<file path="src/rtl/ifc_pkg.sv">
package ifc_pkg;
  typedef enum logic [1:0] {
    MODE_OFF  = 2'd0,
    MODE_SEEK = 2'd1,
    MODE_ANA  = 2'd2,
    MODE_DIG  = 2'd3
  } mode_e;

  localparam int NUM_MON = 4;  // hs, vs, sog, link clock

  function automatic mode_e pick_mode(input logic pwr, input logic ovr,
                                      input logic sel, input logic ana,
                                      input logic dig);
    mode_e m;
    if (!pwr)            m = MODE_OFF;
    else if (ovr)        m = sel ? MODE_DIG : MODE_ANA;
    else if (ana && dig) m = sel ? MODE_DIG : MODE_ANA;
    else if (ana)        m = MODE_ANA;
    else if (dig)        m = MODE_DIG;
    else                 m = MODE_SEEK;
    return m;
  endfunction
endpackage

</file>
<file path="src/rtl/ifc_activity_mon.sv">
module ifc_activity_mon #(
  parameter int TMO_TICKS = 1000
) (
  input  logic clk,
  input  logic rst_n,
  input  logic en,
  input  logic tick,
  input  logic sig,
  output logic active
);
  localparam int CW = $clog2(TMO_TICKS + 1);
  localparam logic [CW-1:0] LAST = CW'(TMO_TICKS - 1);

  logic          prev_q, prev_d;
  logic          act_q, act_d;
  logic [CW-1:0] cnt_q, cnt_d;
  logic          edge_seen;

  assign edge_seen = sig ^ prev_q;

  always_comb begin
    prev_d = sig;
    act_d  = act_q;
    cnt_d  = cnt_q;
    if (!en) begin
      act_d = 1'b0;
      cnt_d = '0;
    end else if (edge_seen) begin
      act_d = 1'b1;
      cnt_d = '0;
    end else if (tick && act_q) begin
      if (cnt_q == LAST) begin
        act_d = 1'b0;
        cnt_d = '0;
      end else begin
        cnt_d = cnt_q + 1'b1;
      end
    end
  end

  always_ff @(posedge clk or negedge rst_n) begin
    if (!rst_n) begin
      prev_q <= 1'b0;
      act_q  <= 1'b0;
      cnt_q  <= '0;
    end else begin
      prev_q <= prev_d;
      act_q  <= act_d;
      cnt_q  <= cnt_d;
    end
  end

  assign active = act_q;
endmodule

</file>
<file path="src/rtl/ifc_de_qualifier.sv">
module ifc_de_qualifier #(
  parameter int DE_NEED = 32,
  parameter int DE_GAP  = 4096
) (
  input  logic clk,
  input  logic rst_n,
  input  logic en,
  input  logic clk_act,
  input  logic de,
  output logic locked
);
  localparam int CW = $clog2(DE_NEED + 1);
  localparam int GW = $clog2(DE_GAP + 1);
  localparam logic [CW-1:0] NEED_LAST = CW'(DE_NEED - 1);
  localparam logic [GW-1:0] GAP_LAST  = GW'(DE_GAP - 1);

  logic          de_prev_q;
  logic [CW-1:0] cnt_q, cnt_d;
  logic [GW-1:0] gap_q, gap_d;
  logic          lock_q, lock_d;
  logic          rise, armed;

  assign rise  = de & ~de_prev_q;
  assign armed = (cnt_q != '0) | lock_q;

  always_comb begin
    cnt_d  = cnt_q;
    gap_d  = gap_q;
    lock_d = lock_q;
    if (!en || !clk_act) begin
      cnt_d  = '0;
      gap_d  = '0;
      lock_d = 1'b0;
    end else if (rise) begin
      gap_d = '0;
      if (cnt_q == NEED_LAST || lock_q) lock_d = 1'b1;
      else                               cnt_d  = cnt_q + 1'b1;
    end else if (armed) begin
      if (gap_q == GAP_LAST) begin
        cnt_d  = '0;
        gap_d  = '0;
        lock_d = 1'b0;
      end else begin
        gap_d = gap_q + 1'b1;
      end
    end
  end

  always_ff @(posedge clk or negedge rst_n) begin
    if (!rst_n) begin
      de_prev_q <= 1'b0;
      cnt_q     <= '0;
      gap_q     <= '0;
      lock_q    <= 1'b0;
    end else begin
      de_prev_q <= de;
      cnt_q     <= cnt_d;
      gap_q     <= gap_d;
      lock_q    <= lock_d;
    end
  end

  assign locked = lock_q;
endmodule

</file>
<file path="src/rtl/ifc_mode_arbiter.sv">
module ifc_mode_arbiter
  import ifc_pkg::*;
(
  input  logic       clk,
  input  logic       rst_n,
  input  logic       pwr_on,
  input  logic       ovr_en,
  input  logic       ovr_sel,
  input  logic       ana_det,
  input  logic       dig_det,
  input  logic       lclk_act,
  output logic [1:0] mode,
  output logic       ana_pwr_en,
  output logic       dig_pwr_en,
  output logic       sense_en,
  output logic       chip_active
);
  mode_e mode_q, mode_d;

  always_comb mode_d = pick_mode(pwr_on, ovr_en, ovr_sel, ana_det, dig_det);

  always_ff @(posedge clk or negedge rst_n) begin
    if (!rst_n) mode_q <= MODE_OFF;
    else        mode_q <= mode_d;
  end

  always_comb begin
    mode        = mode_q;
    ana_pwr_en  = (mode_q == MODE_ANA);
    dig_pwr_en  = (mode_q == MODE_DIG) || ((mode_q == MODE_SEEK) && lclk_act);
    sense_en    = (mode_q != MODE_OFF);
    chip_active = (mode_q == MODE_ANA) || (mode_q == MODE_DIG);
  end
endmodule

</file>
<file path="src/rtl/ifc_power_arbiter.sv">
module ifc_power_arbiter
  import ifc_pkg::*;
#(
  parameter int TMO_TICKS = 1000,
  parameter int DE_NEED   = 32,
  parameter int DE_GAP    = 4096
) (
  input  logic       clk,
  input  logic       rst_n,
  input  logic       tick,
  input  logic       hsync_in,
  input  logic       vsync_in,
  input  logic       sog_in,
  input  logic       lclk_in,
  input  logic       de_in,
  input  logic       pwr_on,
  input  logic       ovr_en,
  input  logic       ovr_sel,
  output logic       act_hs,
  output logic       act_vs,
  output logic       act_sog,
  output logic       act_lclk,
  output logic       de_locked,
  output logic [1:0] mode,
  output logic       ana_pwr_en,
  output logic       dig_pwr_en,
  output logic       sense_en,
  output logic       chip_active
);
  // reset: asserted asynchronously, released on the clock
  logic [1:0] rst_pipe;
  logic       rst_sync_n;

  always_ff @(posedge clk or negedge rst_n) begin
    if (!rst_n) rst_pipe <= 2'b00;
    else        rst_pipe <= {rst_pipe[0], 1'b1};
  end
  assign rst_sync_n = rst_pipe[1];

  logic [NUM_MON-1:0] mon_in, mon_act;
  assign mon_in = {lclk_in, sog_in, vsync_in, hsync_in};

  for (genvar i = 0; i < NUM_MON; i++) begin : g_mon
    ifc_activity_mon #(.TMO_TICKS(TMO_TICKS)) u_mon (
      .clk    (clk),
      .rst_n  (rst_sync_n),
      .en     (pwr_on),
      .tick   (tick),
      .sig    (mon_in[i]),
      .active (mon_act[i])
    );
  end

  ifc_de_qualifier #(.DE_NEED(DE_NEED), .DE_GAP(DE_GAP)) u_deq (
    .clk     (clk),
    .rst_n   (rst_sync_n),
    .en      (pwr_on),
    .clk_act (mon_act[3]),
    .de      (de_in),
    .locked  (de_locked)
  );

  logic ana_det, dig_det;
  assign ana_det = |mon_act[2:0];
  assign dig_det = mon_act[3] & de_locked;

  ifc_mode_arbiter u_arb (
    .clk         (clk),
    .rst_n       (rst_sync_n),
    .pwr_on      (pwr_on),
    .ovr_en      (ovr_en),
    .ovr_sel     (ovr_sel),
    .ana_det     (ana_det),
    .dig_det     (dig_det),
    .lclk_act    (mon_act[3]),
    .mode        (mode),
    .ana_pwr_en  (ana_pwr_en),
    .dig_pwr_en  (dig_pwr_en),
    .sense_en    (sense_en),
    .chip_active (chip_active)
  );

  assign act_hs   = mon_act[0];
  assign act_vs   = mon_act[1];
  assign act_sog  = mon_act[2];
  assign act_lclk = mon_act[3];
endmodule

</file>
<file path="config.mk">
export PLATFORM = sky130hd
export DESIGN_NAME = ifc_power_arbiter
export DESIGN_NICKNAME = d
export VERILOG_FILES = /design/src/rtl/ifc_pkg.sv /design/src/rtl/ifc_activity_mon.sv /design/src/rtl/ifc_de_qualifier.sv /design/src/rtl/ifc_mode_arbiter.sv /design/src/rtl/ifc_power_arbiter.sv
export SDC_FILE = /design/constraint.sdc
export NUM_CORES = 1
export LEC_CHECK = 0
export BUFFER_PORTS_ARGS = -buffer_cell sky130_fd_sc_hd__buf_2
export CAP_MARGIN = 20
export CELL_PAD_IN_SITES_DETAIL_PLACEMENT = 1
export CELL_PAD_IN_SITES_GLOBAL_PLACEMENT = 2
export CORE_ASPECT_RATIO = 1.1
export CORE_MARGIN = 3
export CORE_UTILIZATION = 39
export CTS_CLUSTER_DIAMETER = 30
export DETAILED_ROUTE_END_ITERATION = 6
export PLACE_DENSITY = 0.8
export SYNTH_ARGS = -nofsm -noshare
export SYNTH_HDL_FRONTEND = slang
export SYNTH_SLANG_ARGS = --single-unit
</file>
<file path="constraint.sdc">
create_clock -name clk -period 2.7 [get_ports clk]
set_input_delay 0.54 -clock clk [delete_from_list [all_inputs] [get_ports clk]]
set_output_delay 0.54 -clock clk [all_outputs]
set_load 0.03 [all_outputs]
</file>
== Word-level counts from Yosys, hierarchy flattened ==
Index checks and enable logic that the tools add are counted.

* Bits in registers: 73
* Latch bits: 0
* Bits in writable memories: 0
* ROM bits: 0
* Input port bits: 11
* Output and inout port bits: 11
* Word-level logic and storage cells: 126
* Memories kept: 0

* Add/sub/neg operators: 6
* Multipliers: 0
* Div/mod/pow operators: 0
* Order comparisons: 0
* Equal/unequal tests: 19
* Shift-type cells: 0
* Muxes and demuxes: 52
* Bitwise gates (word level): 8
* Reductions and logical operators: 23

{| class="wikitable"
|+ Operators by type and width
! operator !! number
|-
| $mux 10 || 16
|-
| $mux 13 || 4
|-
| $add 10x1->10 const B || 4
|-
| $eq 10x10->1 const B || 4
|-
| $mux 6 || 5
|-
| $ne 3x1->1 const B || 8
|-
| $mux 1 || 22
|-
| $add 13x1->13 const B || 1
|-
| $eq 13x12->1 const B || 1
|-
| $mux 2 || 5
|-
| $reduce_and 2->1 || 4
|-
| $add 6x1->6 const B || 1
|-
| $eq 6x5->1 const B || 1
|-
| $logic_and 1x1->1 || 6
|-
| $ne 3x3->1 const B || 2
|-
| $reduce_and 3->1 || 2
|-
| $reduce_bool 3->1 || 2
|-
| $reduce_bool 6->1 || 1
|-
| $eq 2x2->1 const B || 2
|-
| $logic_or 1x1->1 || 4
|-
| $xor 1x1->1 || 4
|-
| $reduce_or 3->1 || 1
|-
| $and 1x1->1 || 2
|-
| $eq 2x1->1 const B || 1
|-
| other kinds (4) || 5
|}

== Depth between registers and ports, before layout ==
Gate-level depths: netlist of the first run.

* Depth after elaboration: 6
* Gate-level depth with buffers: 7
* Gate-level depth less buffers: 6

== Cells and area by module ==
A second synthesis of the first run with hierarchy kept.

* Cell total of the unflattened synthesis: 404
* Area total of the unflattened synthesis: 3,977.6 um^2

{| class="wikitable"
|+ Modules (own cells, without submodules)
! module !! times used !! cells each !! area an instance (um^2) !! seq. area each (um^2)
|-
| ifc_activity_mon || 4 || 65 || 633.1 || 300.3
|-
| ifc_de_qualifier || 1 || 129 || 1,278.7 || 525.5
|-
| ifc_mode_arbiter || 1 || 10 || 100.1 || 50.0
|-
| ifc_power_arbiter || 1 || 5 || 66.3 || 50.0
|}

== Worst setup path before layout of the first run ==
Ideal clock, no wire load.

* Kind: register -> register
* From: register g_mon[3].u_mon.act_q
* To: register g_mon[3].u_mon.cnt_q[6]
* Library setup time: 0.082 ns
* Arrival time: 1.725 ns
* Data required time: 2.618 ns
* Path slack: 0.893 ns
* Stages on the path, launching flop included: 7
* Path buffers: 2
* Clock period less this slack: 1.807 ns
* Cells stage by stage: dfrtp_1 buf_4 nand2_1 and3_1 buf_6 or4_1 a21oi_1

* Longest elaborated chain between the ends: 2

{| class="wikitable"
|+ Ends and longest elaborated chain
! item !! line !! source
|-
| start, declared || ifc_activity_mon.sv:15 || <nowiki>logic act_q, act_d;</nowiki>
|-
| start signal, assigned || ifc_activity_mon.sv:48 || <nowiki>act_q <= act_d;</nowiki>
|-
| $logic_and 1x1->1 || ifc_activity_mon.sv:31 || <nowiki>end else if (tick && act_q) begin</nowiki>
|-
| $ne 3x1->1 (no source line) || - ||
|-
| end signal, assigned || ifc_activity_mon.sv:49 || <nowiki>cnt_q <= cnt_d;</nowiki>
|-
| end, declared || ifc_activity_mon.sv:16 || <nowiki>logic [CW-1:0] cnt_q, cnt_d;</nowiki>
|}

No other way between the ends.
A chain may end at the register's enable or synchronous reset.

== Final worst setup path of the first run ==
* From: register u_deq.cnt_q[0]
* To: register u_deq.gap_q[9]

* Longest elaborated chain between the ends: 3

{| class="wikitable"
|+ Ends and longest elaborated chain
! item !! line !! source
|-
| start, declared || ifc_de_qualifier.sv:18 || <nowiki>logic [CW-1:0] cnt_q, cnt_d;</nowiki>
|-
| start signal, assigned || ifc_de_qualifier.sv:57 || <nowiki>cnt_q <= cnt_d;</nowiki>
|-
| $reduce_bool 6->1 || ifc_de_qualifier.sv:24 || <nowiki>assign armed = (cnt_q != '0) | lock_q;</nowiki>
|-
| $or 1x1->1 || ifc_de_qualifier.sv:24 ||
|-
| $reduce_bool 3->1 (no source line) || - ||
|-
| end signal, assigned || ifc_de_qualifier.sv:58 || <nowiki>gap_q <= gap_d;</nowiki>
|-
| end, declared || ifc_de_qualifier.sv:19 || <nowiki>logic [GW-1:0] gap_q, gap_d;</nowiki>
|}

No other way between the ends.

==> summary.md, run 1 <==
| Metric | Value |
|---|---|
| Setup crit start | u_deq.cnt_q[0]$_DFFE_PN0P_ |
| Max Cap Viol | 0 |
| Initial antenna violation count | 0 |
| Drt via density | 5.90 |
| Post-route ant nets | 0 |
| All-Layer GR Usage | 0.181 |
| Final Skew | 0.0106 ns |
| Floorplan row count | 37 |
| Die width | 101 µm |
| PwrDens | 550 mW/mm² |
| Synthesis warning total | 0 |
| NumNets Final | 445 |
| CTS tree | done |
| Psw | 0.000611 W |
| Post-route minimum period | 2.03 ns |
| Placed inst area | 0.00414 mm² |
| Finished Cell Area | 0.00439 mm² |
| Vias | 3231 |
| R2r startpoint | u_deq.cnt_q[0]$_DFFE_PN0P_ |
| Post-layout util | 0.461 |
| P_leak | 1.76 nW |
| Main synth FF type | dfrtp_1 |
| 1st-pass router iterations | 4 |
| CP startpoint kind | flop |
| Sequential area share after synthesis | 0.468 |
| CP endpoint kind | flop |
| Worst-margin pin slew | 0.722 ns |
| GPL Wtd Cong | 0.769 |
| CTS buffer count | 9 |
| PortBufs | 21 |
| Post-Synthesis Cell Area | 0.00390 mm² |
| Worst-Skew Late Latency | 0.35 ns |
| Clock network power share | 0.438 |
| DR DRC count | 0 |
| Hold slack | 0.299 ns |
| DRT iter0 DRCs | 51 |
| Hold_buf cts | 1 |
| Avg Inst Size Synth | 9.82 µm² |
| Syn Nets | 415 |
| Die area | 0.0112 mm² |
| Slew Viols, Final | 0 |
| Share of post-route cells with drive strength above 1 | 0.132 |
| GRT overflow | 0 |
| Crit Path Category | reg2reg |
| # setup viols final | 0 |
| Fin. Hold Viols | 0 |
| Final HPWL DP | 6690 µm |
| Maximum fanout along the worst path | 12 |
| Netlist cell types | 66 |
| Routed WL | 9420 µm |
| Crit path arrival time | 2.25 ns |
| Syn-to-layout area delta | 12.6% |
| Relative slew slack | 0.516 |
| FFs w/ async S/R, synth | 1.00 |
| Total power | 0.00242 W |
| Cell Int Power | 0.00181 W |
| Logic pwr share | 0.089 |
| Register bit total from synthesis | 73 |
| Clock Path Buffers | 2 |
| Largest net degree at the start of global routing | 30 |
| H-tree levels | 3 |
| Global-route wire length before repair | 16600 µm |
| Clk slew on worst S/H paths | 0.08 ns |
| Commonest non-fill, non-tap cells in the layout | 72 x dfrtp_1, 36 x nand2_1, 29 x a21oi_1, 24 x nor2_1, 23 x nand3_1 |
| Post-synth EDFFs | 0 |
| Critical Path RT | 2.93 ns |
| Post-CTS Setup Inserts | 0 |
| Total Neg Setup Slack | 0 ns |
| Fmax | 494 MHz |
| CTS root buffer | clkbuf_8 |
| Number of inserted diodes | 0 |
| Initial Util | 0.409 |
| I/O pins | 22 |
| RSZ-0062 raised after global routing | false |
| Commonest non-fill, non-tap cell in the layout | dfrtp_1 |
| WL per Instance | 17.2 µm |
| Post-CTS Resized | 0 |
| Post-Syn Instances | 397 |
| Worst hold path type | reg2async |
| Number of global-route vias before repair | 3385 |
| Sw frac | 0.252 |
| Flop pwr share | 0.473 |
| Die Span Y | 111 µm |
| Placeable Area | 0.00954 mm² |
| Status | finished, final reports clean |
| VDD IR max | 220 µV |
| Clock sink count | 73 |
| Period Utilization, post-route | 0.750 |
path summary, 6_finish.rpt:
kind	endpoint	slack [ns]	cells past startpoint
min in group clk	g_mon[3].u_mon.prev_q$_DFF_PN0_	0.31	1
hold / removal	u_deq.gap_q[4]$_DFFE_PN0P_	0.30	0
setup reg to reg	u_deq.gap_q[9]$_DFFE_PN0P_	0.67	6
hold reg to reg	u_deq.gap_q[4]$_DFFE_PN0P_	0.30	0
max in group asynchronous	g_mon[2].u_mon.cnt_q[1]$_DFFE_PN0P_	1.56	1
setup / recovery	u_deq.gap_q[9]$_DFFE_PN0P_	0.67	6
power groups by stage:
| stage | clock network (W) | logic [W] | registers (W) |
|---|---|---|---|
| floorplan | 0 | 0.000126 | 0.00118 |
| global placement | 0 | 0.000215 | 0.00116 |
| detailed placement | 0 | 0.000218 | 0.00117 |
| CTS | 0.00109 | 0.000219 | 0.00114 |
| global route | 0.00114 | 0.000238 | 0.00115 |
| finish | 0.00106 | 0.000215 | 0.00114 |
per-layer routing:
metal | vias up | GRT usage | share of wire
met1 | 1625 | 0.240 | 0.46
li1 | 1570 | - | -
met4 | 0 | 0.0567 | 0.017
met5 | - | 0 | 0
met2 | 23 | 0.298 | 0.50
met3 | 13 | 0.0289 | 0.020
registers in the layout, summed over array words and instances (netlist names):
signal,flops
u_deq.de_prev_q,1
u_deq.gap_q,13
rst_pipe,2
g_mon.u_mon.prev_q,4
u_deq.locked,1
g_mon.u_mon.cnt_q,40
g_mon.u_mon.active,4
u_arb.mode,2
u_deq.cnt_q,6
area by class of cell:
class                      count  area, µm²
multi-input combinational    303       1970
tap                          117        146
fill                        1089       5140
clock buffer                  10        138
timing repair buffer          28        160
inverter                      12       45.0
sequential                    73       1830
clock inverter                 5        104
synth_stat cells, types with 3 or more instances:
cell type / n / area share
a21oi_1: 29 / 0.037
a31oi_1: 13 / 0.021
a32o_1: 3 / 0.0077
and2_1: 3 / 0.0048
and3_1: 9 / 0.014
and4_1: 4 / 0.0090
clkbuf_1: 3 / 0.0029
dfrtp_1: 73 / 0.47
ha_1: 7 / 0.022
inv_1: 11 / 0.011
mux2i_1: 3 / 0.0077
nand2_1: 36 / 0.035
nand3_1: 23 / 0.030
nand4_1: 12 / 0.019
nor2_1: 24 / 0.023
nor2b_1: 3 / 0.0048
nor4_1: 3 / 0.0048
o211ai_1: 4 / 0.0077
o21ai_0: 17 / 0.022
o31ai_1: 13 / 0.025
or3_1: 9 / 0.014
or4_1: 13 / 0.025
xnor2_1: 12 / 0.027
xor2_1: 9 / 0.020
logic make-up after synthesis:
group	after synthesis	share of synthesized area
AND/OR/NAND/NOR	166	0.248
AO/OA/AOI/OAI	104	0.175
flip-flops	73	0.468
XOR/XNOR	22	0.0513
buffers and inverters	21	0.0260
adder cells (fa/ha/maj)	7	0.0225
multiplexers	3	0.00770
other	1	0.000962
per-stage QoR:
stage          instances  worst slack, ns
6_report             548            0.674
5_1_grt              548            0.508
4_1_cts              548            0.640
3_5_place_dp         532            0.535
3_3_place_gp         532            0.578
2_1_floorplan        397            0.517
worst max-delay path: stages, from the launching register on:
cell	delay, ns
dfrtp_1	0.40
inv_1	0.11
ha_1	0.15
or4b_4	0.52
nor4_4	0.45
or4_1	0.21
a21oi_1	0.06
(Power assumes the default switching activity.)
==> run 2, diff against run 1 <==
==> constraint.sdc (replaced) <==
create_clock -name clk -period 2.1 [get_ports clk]
set_input_delay 0.42 -clock clk [delete_from_list [all_inputs] [get_ports clk]]
set_output_delay 0.42 -clock clk [all_outputs]
set_load 0.03 [all_outputs]
==> summary.md, run 2 (synthesized netlist as in run 1, its figures left out) <==
| Metric | Value |
|---|---|
| Commonest non-fill, non-tap cell in the layout | dfrtp_1 |
| Worst-margin pin slew | 0.635 ns |
| Total power | 0.00302 W |
| Cell Int Power | 0.00221 W |
| Placeable Area | 0.00954 mm² |
| RR Endpoint | g_mon[2].u_mon.active$_DFFE_PN0P_ |
| 1st-pass router iterations | 4 |
| Post-layout util | 0.472 |
| Crit path arrival time | 2.14 ns |
| H-tree levels | 3 |
| Crit Path Category | reg2reg |
| Syn-to-layout area delta | 15.5% |
| Die Span Y | 111 µm |
| VDD IR max | 301 µV |
| Sw frac | 0.268 |
| CTS root buffer | clkbuf_8 |
| Floorplan row count | 37 |
| PortBufs | 21 |
| Vias | 3297 |
| Logic pwr share | 0.106 |
| Max Cap Viol | 0 |
| CTS tree | done |
| WL per Instance | 16.6 µm |
| DRT iter0 DRCs | 73 |
| Met1 wire length | 4370 µm |
| Largest register FFs | 40 |
| Total Neg Setup Slack | 0 ns |
| Top Layer Used | met4 |
| NumNets Final | 461 |
| Post-route minimum period | 1.94 ns |
| P_leak | 1.82 nW |
| Die width | 101 µm |
| Final HPWL DP | 6870 µm |
| Global-route wire length before repair | 16600 µm |
| Clock sink count | 73 |
| Hold path endpoint | g_mon[3].u_mon.prev_q$_DFF_PN0_ |
| Routed WL | 9360 µm |
| CTS buffer count | 9 |
| Setup crit start | g_mon[2].u_mon.cnt_q[0]$_DFFE_PN0P_ |
| RSZ-0062 raised after global routing | false |
| Final Skew | 0.0178 ns |
| DR DRC count | 0 |
| Worst hold path type | in2reg |
| Post-route ant nets | 0 |
| I/O pins | 22 |
| Register Area | 0.00183 mm² |
| Met3 routed wirelength | 199 µm |
| Met2 wire length | 4680 µm |
| Period Utilization, post-route | 0.924 |
| Multi-input gate area | 0.00197 mm² |
| CP startpoint kind | flop |
| Fmax | 515 MHz |
| Slew Viols, Final | 0 |
| R2r startpoint | g_mon[2].u_mon.cnt_q[0]$_DFFE_PN0P_ |
| Critical Path RT | 2.30 ns |
| Psw | 0.000810 W |
| PwrDens | 671 mW/mm² |
| Commonest non-fill, non-tap cells in the layout | 72 x dfrtp_1, 36 x nand2_1, 29 x a21oi_1, 24 x nor2_1, 23 x nand3_1 |
| GRT overflow | 0 |
| Hold depth | 1 |
| Biggest register | g_mon.u_mon.cnt_q |
| Worst-case reg-to-reg path depth | 5 |
| HP Start | lclk_in |
| Initial antenna violation count | 0 |
| CP endpoint kind | flop |
| Status | finished, final reports clean |
| Number of global-route vias before repair | 3518 |
| Clock network power share | 0.411 |
| Share of post-route cells with drive strength above 1 | 0.163 |
| Drt via density | 5.84 |
| # setup viols final | 0 |
| Fill cell count | 1104 |
| Clk slew on worst S/H paths | 0.09 ns |
| Largest net degree at the start of global routing | 72 |
| Initial Util | 0.409 |
| Worst-Skew Late Latency | 0.35 ns |
| Flop pwr share | 0.483 |
| R2r setup slk | 0.16 ns |
| Post-CTS Setup Inserts | 0 |
| Number of inserted diodes | 0 |
| Die area | 0.0112 mm² |
| Clock Path Buffers | 2 |
| Maximum fanout along the worst path | 9 |
| All-Layer GR Usage | 0.179 |
| GPL Wtd Cong | 0.805 |
| Fin. Hold Viols | 0 |
| Biggest regs | g_mon.u_mon.cnt_q: 40 flops, u_deq.gap_q: 13 flops, u_deq.cnt_q: 6 flops |
| Relative slew slack | 0.571 |
-- run 2: changes by cell type in the layout (fill, tap and decap cells not counted) --
cell and change:
clkinv_4 -1, buf_12 +1, clkinvlp_4 +3, clkbuf_1 +1, inv_6 +1, buf_4 +15
clkbuf_8 -1, bufinv_16 -1, clkinv_2 -1
-- run 2: metrics by stage --
step                area (µm²)  hold WS (ns)  setup slack (ns)  std cells
global route              4500         0.189            0.0363        565
floorplan                 3900         0.124             0.293        397
detailed placement        4270         0.215            0.0599        548
finish                    4500         0.203             0.160        565
CTS                       4500         0.189             0.137        565
global placement          4270         0.205             0.130        548
-- run 2: critical path: stages (launching register included) --
cell and delay, ns:
dfrtp_1 0.39, ha_1 0.22, nand4_1 0.16, or4_4 0.57, a31oi_4 0.32, o22ai_1 0.13
-- run 2: worst max path at each step --
| stage | to | slack, ns | cells past startpoint |
|---|---|---|---|
| floorplan | g_mon[3].u_mon.cnt_q[6]$_DFFE_PN0P_ | 0.29 | 6 |
| global placement | g_mon[2].u_mon.cnt_q[5]$_DFFE_PN0P_ | 0.13 | 5 |
| detailed placement | g_mon[2].u_mon.cnt_q[5]$_DFFE_PN0P_ | 0.06 | 5 |
| CTS | g_mon[2].u_mon.active$_DFFE_PN0P_ | 0.14 | 5 |
| global route | g_mon[2].u_mon.active$_DFFE_PN0P_ | 0.04 | 5 |
| finish | g_mon[2].u_mon.active$_DFFE_PN0P_ | 0.16 | 5 |
-- run 2: final cells by class --
| class | instances | share of cell area |
|---|---|---|
| Sequential cell | 73 | 0.406 |
| Timing Repair Buffer | 44 | 0.0650 |
| Clock inverter | 6 | 0.0203 |
| Tap cell | 117 | 0.0325 |
| Multi-Input combinational cell | 303 | 0.438 |
| Clock buffer | 10 | 0.0283 |
| Inverter | 12 | 0.0100 |
-- run 2: metal layers --
metal	up-vias	global-route usage
met5	-	0
li1	1596	-
met3	10	0.0264
met4	0	0.0567
met1	1663	0.233
met2	28	0.302
-- run 2: repair_timing --
item / 4_1_cts / 5_1_grt
hold endpoints to repair: 2 / 0
resized for setup: 0 / 0
hold buffers: 1 / 0
-- run 2: power by group through the flow --
stage / Clock (W) / Sequential, W / Combinational (W)
2_1_floorplan: 0 / 0.00152 / 0.000162
3_3_place_gp: 0 / 0.00149 / 0.000320
4_1_cts: 0.00128 / 0.00146 / 0.000327
5_1_grt: 0.00133 / 0.00146 / 0.000357
6_report: 0.00124 / 0.00146 / 0.000320
3_5_place_dp: 0 / 0.00149 / 0.000325
